`src/rtl/wtm_pkg.sv`:
```
package wtm_pkg;

  // rows in the Booth matrix, padded to at least two
  function automatic int booth_rows(int bw);
    int n;
    n = (bw + 1) / 2;
    return (n < 2) ? 2 : n;
  endfunction

  function automatic int step_rows(int r);
    return 2 * (r / 3) + (r % 3);
  endfunction

  function automatic int rows_after(int r0, int k);
    int r;
    r = r0;
    for (int i = 0; i < k; i++) r = step_rows(r);
    return r;
  endfunction

  function automatic int steps_to_two(int r0);
    int r;
    int s;
    r = r0;
    s = 0;
    for (int i = 0; i < 64; i++) begin
      if (r > 2) begin
        r = step_rows(r);
        s++;
      end
    end
    return s;
  endfunction

  // step stages built in hardware for a given tree latency
  function automatic int stages_built(int n_steps, int lat);
    int s;
    if (lat <= 1) return n_steps;
    s = (n_steps + lat - 1) / lat;
    return (s < 1) ? 1 : s;
  endfunction

endpackage

```
`src/rtl/wtm_booth_pp.sv`:
```
module wtm_booth_pp #(
  parameter int A_W    = 12,
  parameter int B_W    = 9,
  parameter int N_ROWS = 5
) (
  input  logic [A_W-1:0]                      mcand_i,
  input  logic [B_W-1:0]                      mplier_i,
  output logic [N_ROWS-1:0][A_W+B_W-1:0]      rows_o
);
  localparam int P_W = A_W + B_W;
  localparam int ND  = (B_W + 1) / 2;
  localparam int BE  = 2 * ND;

  logic [BE:0]    bx;
  logic [P_W-1:0] a_ext;

  assign bx    = {BE'($signed(mplier_i)), 1'b0};
  assign a_ext = P_W'($signed(mcand_i));

  always_comb begin
    logic [P_W-1:0] pp;
    rows_o = '0;
    for (int i = 0; i < ND; i++) begin
      case (bx[2*i +: 3])
        3'b001, 3'b010: pp = a_ext;
        3'b011:         pp = a_ext << 1;
        3'b100:         pp = -(a_ext << 1);
        3'b101, 3'b110: pp = -a_ext;
        default:        pp = '0;
      endcase
      rows_o[i] = pp << (2 * i);
    end
  end

endmodule

```
`src/rtl/wtm_csa.sv`:
```
module wtm_csa #(
  parameter int P_W = 21
) (
  input  logic [P_W-1:0] x_i,
  input  logic [P_W-1:0] y_i,
  input  logic [P_W-1:0] z_i,
  output logic [P_W-1:0] sum_o,
  output logic [P_W-1:0] cry_o
);
  logic [P_W-1:0] maj;

  assign sum_o = x_i ^ y_i ^ z_i;
  assign maj   = (x_i & y_i) | (x_i & z_i) | (y_i & z_i);
  assign cry_o = {maj[P_W-2:0], 1'b0};

  wire unused_top = maj[P_W-1];

endmodule

```
`src/rtl/wtm_step.sv`:
```
module wtm_step #(
  parameter int P_W   = 21,
  parameter int N_MAX = 5,
  parameter int N_IN  = 5
) (
  input  logic [N_MAX-1:0][P_W-1:0] rows_i,
  output logic [N_MAX-1:0][P_W-1:0] rows_o
);
  localparam int NG    = N_IN / 3;
  localparam int NL    = N_IN % 3;
  localparam int N_OUT = 2 * NG + NL;

  for (genvar g = 0; g < NG; g++) begin : g_csa
    wtm_csa #(.P_W(P_W)) u_csa (
      .x_i  (rows_i[3*g]),
      .y_i  (rows_i[3*g+1]),
      .z_i  (rows_i[3*g+2]),
      .sum_o(rows_o[2*g]),
      .cry_o(rows_o[2*g+1])
    );
  end

  for (genvar j = 0; j < NL; j++) begin : g_pass
    assign rows_o[2*NG+j] = rows_i[3*NG+j];
  end

  for (genvar j = N_OUT; j < N_MAX; j++) begin : g_zero
    assign rows_o[j] = '0;
  end

  // rows above N_IN are zero by construction of the matrix
  wire unused_rows = ^rows_i;

endmodule

```
`src/rtl/wtm_ctrl.sv`:
```
module wtm_ctrl #(
  parameter int LAT_STEPS = 2,
  parameter int ADD_LAT   = 1
) (
  input  logic clk_i,
  input  logic rst_ni,
  input  logic start_i,
  output logic load_first_o,
  output logic load_next_o,
  output logic tree_done_o,
  output logic ready_o
);
  wire unused_clk = clk_i ^ rst_ni;

  if (LAT_STEPS == 0) begin : g_comb_tree
    assign load_first_o = 1'b0;
    assign load_next_o  = 1'b0;
    assign tree_done_o  = start_i;
  end else begin : g_iter_tree
    localparam int CW = $clog2(LAT_STEPS + 1);
    logic          busy_q;
    logic [CW-1:0] cnt_q;

    assign load_first_o = start_i && !busy_q;
    assign load_next_o  = busy_q && (cnt_q < CW'(LAT_STEPS));
    assign tree_done_o  = busy_q && (cnt_q == CW'(LAT_STEPS));

    always_ff @(posedge clk_i or negedge rst_ni) begin
      if (!rst_ni) begin
        busy_q <= 1'b0;
        cnt_q  <= '0;
      end else if (load_first_o) begin
        busy_q <= 1'b1;
        cnt_q  <= CW'(1);
      end else if (load_next_o) begin
        cnt_q  <= cnt_q + CW'(1);
      end else if (tree_done_o) begin
        busy_q <= 1'b0;
      end
    end
  end

  if (ADD_LAT == 0) begin : g_ready_comb
    assign ready_o = tree_done_o;
  end else begin : g_ready_reg
    logic ready_q;
    always_ff @(posedge clk_i or negedge rst_ni) begin
      if (!rst_ni) ready_q <= 1'b0;
      else         ready_q <= tree_done_o;
    end
    assign ready_o = ready_q;
  end

endmodule

```
`src/rtl/wt_booth_mul.sv`:
```
module wt_booth_mul #(
  parameter int A_W       = 12,
  parameter int B_W       = 9,
  parameter int LAT_STEPS = 2,
  parameter int ADD_LAT   = 1
) (
  input  logic               clk_i,
  input  logic               rst_ni,
  input  logic               start_i,
  input  logic [A_W-1:0]     mcand_i,
  input  logic [B_W-1:0]     mplier_i,
  output logic               ready_o,
  output logic [A_W+B_W-1:0] product_o
);
  import wtm_pkg::*;

  localparam int P_W     = A_W + B_W;
  localparam int N_ROWS  = booth_rows(B_W);
  localparam int N_STEPS = steps_to_two(N_ROWS);
  localparam int N_STG   = stages_built(N_STEPS, LAT_STEPS);

  logic [N_ROWS-1:0][P_W-1:0] pp_rows;
  logic [N_ROWS-1:0][P_W-1:0] tree_in;
  logic [N_STG:0][N_ROWS-1:0][P_W-1:0] chain;
  logic [P_W-1:0] fin0, fin1, sum;
  logic load_first, load_next, tree_done;

  wtm_booth_pp #(.A_W(A_W), .B_W(B_W), .N_ROWS(N_ROWS)) u_pp (
    .mcand_i (mcand_i),
    .mplier_i(mplier_i),
    .rows_o  (pp_rows)
  );

  wtm_ctrl #(.LAT_STEPS(LAT_STEPS), .ADD_LAT(ADD_LAT)) u_ctrl (
    .clk_i       (clk_i),
    .rst_ni      (rst_ni),
    .start_i     (start_i),
    .load_first_o(load_first),
    .load_next_o (load_next),
    .tree_done_o (tree_done),
    .ready_o     (ready_o)
  );

  assign chain[0] = tree_in;

  // stage k is sized for the fullest matrix it can see (first pass)
  for (genvar k = 0; k < N_STG; k++) begin : g_stage
    wtm_step #(
      .P_W  (P_W),
      .N_MAX(N_ROWS),
      .N_IN (rows_after(N_ROWS, k))
    ) u_step (
      .rows_i(chain[k]),
      .rows_o(chain[k+1])
    );
  end

  if (LAT_STEPS == 0) begin : g_tree_comb
    assign tree_in = pp_rows;
    assign fin0    = chain[N_STG][0];
    assign fin1    = chain[N_STG][1];
    wire unused_ld    = load_first ^ load_next;
    wire unused_chain = ^chain[N_STG];
  end else begin : g_tree_iter
    logic [N_ROWS-1:0][P_W-1:0] fb_q;
    always_ff @(posedge clk_i or negedge rst_ni) begin
      if (!rst_ni)                       fb_q <= '0;
      else if (load_first || load_next) fb_q <= chain[N_STG];
    end
    assign tree_in = load_first ? pp_rows : fb_q;
    assign fin0    = fb_q[0];
    assign fin1    = fb_q[1];
  end

  assign sum = fin0 + fin1;

  if (ADD_LAT == 0) begin : g_add_comb
    assign product_o = sum;
  end else begin : g_add_reg
    logic [P_W-1:0] prod_q;
    always_ff @(posedge clk_i or negedge rst_ni) begin
      if (!rst_ni)        prod_q <= '0;
      else if (tree_done) prod_q <= sum;
    end
    assign product_o = prod_q;
  end

endmodule

```
`config.mk`:
```
export PLATFORM = sky130hd
export DESIGN_NAME = wt_booth_mul
export DESIGN_NICKNAME = d
export VERILOG_FILES = /design/src/rtl/wtm_pkg.sv /design/src/rtl/wtm_booth_pp.sv /design/src/rtl/wtm_csa.sv /design/src/rtl/wtm_step.sv /design/src/rtl/wtm_ctrl.sv /design/src/rtl/wt_booth_mul.sv
export SDC_FILE = /design/constraint.sdc
export NUM_CORES = 1
export LEC_CHECK = 0
export BUFFER_PORTS_ARGS = -buffer_cell sky130_fd_sc_hd__buf_2
export CAP_MARGIN = 10
export CORE_MARGIN = 2
export CORE_UTILIZATION = 35
export DETAILED_ROUTE_END_ITERATION = 10
export SYNTH_ARGS = -nofsm -noshare
export SYNTH_HDL_FRONTEND = slang
export SYNTH_HIERARCHICAL = 1
export SYNTH_SLANG_ARGS = --single-unit
```
`constraint.sdc`:
```
create_clock -name clk_i -period 6.35 [get_ports clk_i]
set_input_delay 0.635 -clock clk_i [delete_from_list [all_inputs] [get_ports clk_i]]
set_output_delay 0.635 -clock clk_i [all_outputs]
set_load 0.02 [all_outputs]
```
==> impl_results.md <==
* DRC Markers at 0
* R2R setup slack at 3.21 ns
* Hold/Removal Path Class: in2async
* Data required, critical path at 6.66 ns
* Vias per std cell at approximately 5.4
* R2R Path End: g_tree_iter.fb_q[49]$_DFFE_PN0P_
* Post-CTS Repair Setup Buffers at 0
* Clk root buf: clkbuf_16
* CP Capture Type: flip-flop
* First-pass GRT wire length at 47800 um
* Yosys Warn Count at 6
* Fin. max-slew vios at 0
* Pre-CTS setup slack at about 1.7 ns
* Top sig layer: met4
* Post-cts gate resize count at 0
* Wire length on met2 at 13900 um
* Vias in the first global route at 8533
* Routed met3 length at 1490 um
* Worst Setup Path Type: in2reg
* Largest net degree at the start of global routing at roughly 110
* Total Power at 6530 uW
* Fin Setup TNS at 0 ns
* Syn avg cell area at 9.73 um^2
* Critical Path Start Type: primary input
* Final setup margin at 1.96 ns
* Launch point of the worst reg-to-reg path: u_ctrl/g_iter_tree.busy_q$_DFFE_PN0P_
* DRC marker count from the first detailed-route iteration at 674
* Reg area at 3250 um^2
* Overall Global Routing Usage at 17.2%
* Nets at 1202
* Clk_skew at 0.0108 ns
* Filler Cells Inserted at 3318
* Final hold vios at 0
* Antenna-violating nets left at 0
* GPL Wtd Cong at approximately 0.94
* Critical path launch point: mcand_i[0]
* Final min period at 4.39 ns
* Initial Util at 35.7%
* Clk_lat worst skew at 0.44 ns
* Post-Synthesis Cells at 1200
* Clock buffers created by TritonCTS at 17
* GRT overflow at 0
* Peak VDD IR at ~260 uV
* DIE AREA at 34800 um^2
* Wire length per cell at 18.7 um
* Syn Std Cell Area at 11700 um^2
* Setup violators final at 0
* Reg clk slew, reported paths at around 0.07 ns
* LEAKAGE at 0.00496 uW
* Layout cells sized above 1 at 29.4%
* Initial antenna violation count at 4
* Multi-input logic area at 7270 um^2
* Via count at 8529
* Post-DP HPWL at 20800 um
* CTS Hold Bufs at 0
* Vert. Die Dim at 187 um
* Tcrit/Tclk final at 69.1%
* R2R cell count at 5
* WL final at 29400 um
* Die Wd at 187 um
* Pwr dens at 542 nW/um^2
* CP arrival at 4.70 ns
* Clk buf depth at 2
* Status: finished, final reports clean
* Relative slew slack at 15.4%
* Clock sinks at 130
* Io pins at 46
* CP max FO at 8
* Htree depth at 4
* RSZ-0062 raised after global routing: no
* Cell row count at 66
* Fmax at ~230 MHz
* Core box area at 32700 um^2
* Worst setup path end: fin0[10]$_DFFE_PN0P_
* Metal-1 WL at 12700 um
* Number of I/O port buffers at 45
* Worst-Margin Slew at about 1.3 ns
* DRT Pass-1 Iters at 5
* Area growth, synth to finish at 3.22%
* TritonCTS clock tree: done
* Max-Cap Viols at 0
how the worst min path moves through the flow:
| stage | endpoint | slack [ns] | cells past startpoint | from |
|---|---|---|---|---|
| final | g_tree_iter.fb_q[102]$_DFFE_PN0P_ | 0.17 | 1 | rst_ni |
| after global routing | g_tree_iter.fb_q[104]$_DFFE_PN0P_ | 0.21 | 1 | rst_ni |
| after detailed placement | product_o[17]$_DFFE_PN0P_ | 0.48 | 2 | product_o[17]$_DFFE_PN0P_ |
| after CTS | g_tree_iter.fb_q[102]$_DFFE_PN0P_ | 0.19 | 1 | rst_ni |
| after global placement | product_o[17]$_DFFE_PN0P_ | 0.47 | 2 | product_o[17]$_DFFE_PN0P_ |
| after floorplan | fin0[0]$_DFFE_PN0P_ | 0.34 | 0 | rst_ni |
power by group:
| part | leakage (uW) | internal [uW] | switching, uW |
|---|---|---|---|
| sequential | 0.00153 | 1290 | 297 |
| combinational | 0.00314 | 2000 | 1940 |
| clock | 0.000291 | 533 | 475 |
layout make-up:
class	instances	area share, %
flip-flops and latches	130	27.0
multi-input cells	892	60.3
repair buffers	51	2.40
well taps	442	4.59
clock inverters	15	1.47
inverters	21	0.654
clock buffers	17	3.53
diodes	2	0.0415
cell usage in the layout, fill, tap and decap left out, types with 5 or more instances in the layout:
cell,count
or3_1,5
inv_6,5
dfrtp_1,130
inv_1,20
clkinv_8,5
a22o_1,5
nor2b_1,6
nor4_1,6
nand2_1,78
clkbuf_16,17
o21ai_0,57
a211oi_1,5
a21o_1,6
a21oi_1,50
a221oi_1,24
a22oi_1,17
buf_2,44
mux2_2,227
o22ai_1,5
a31oi_1,12
nor3_1,11
nand2b_1,7
mux2i_1,12
xor2_1,12
and2_1,12
fa_1,41
and3_1,7
nand3_1,20
conb_1,64
xnor2_1,28
nor2_1,69
buf_4,5
o21a_1,5
o31ai_1,8
ha_1,24
state kept, by name, indices dropped and copies added, names as in the netlist:
| register | flops |
|---|---|
| u_ctrl/g_iter_tree.cnt_q | 2 |
| product_o | 21 |
| u_ctrl/g_iter_tree.busy_q | 1 |
| fin0 | 21 |
| u_ctrl/ready_o | 1 |
| fin1 | 21 |
| g_tree_iter.fb_q | 63 |
through the flow:
stage / std cells / utilization (%) / cell area, um^2 / hold slack (ns)
2_1_floorplan: 1260 / - / 11900 / 0.339
3_3_place_gp: 1536 / 35.0 / 11400 / 0.470
3_5_place_dp: 1536 / 35.0 / 11400 / 0.475
4_1_cts: 1568 / 36.8 / 12000 / 0.190
5_1_grt: 1568 / 36.8 / 12000 / 0.211
6_report: 1570 / 36.9 / 12100 / 0.167
layer usage:
layer	up-vias	GRT usage, %
met4	0	8.00
met5	-	0
met2	303	28.0
met3	81	2.93
met1	4225	22.2
li1	3920	-
critical path, stage by stage:
cell,delay (ns)
buf_2,0.15
inv_1,0.15
ha_1,0.34
nor3b_1,0.70
nand2b_1,0.40
nor4_1,0.49
a211oi_1,0.16
a2bb2oi_1,0.27
mux2_2,0.22
fa_1,0.45
fa_1,0.47
mux2_2,0.26
(Power assumes the default switching activity.)
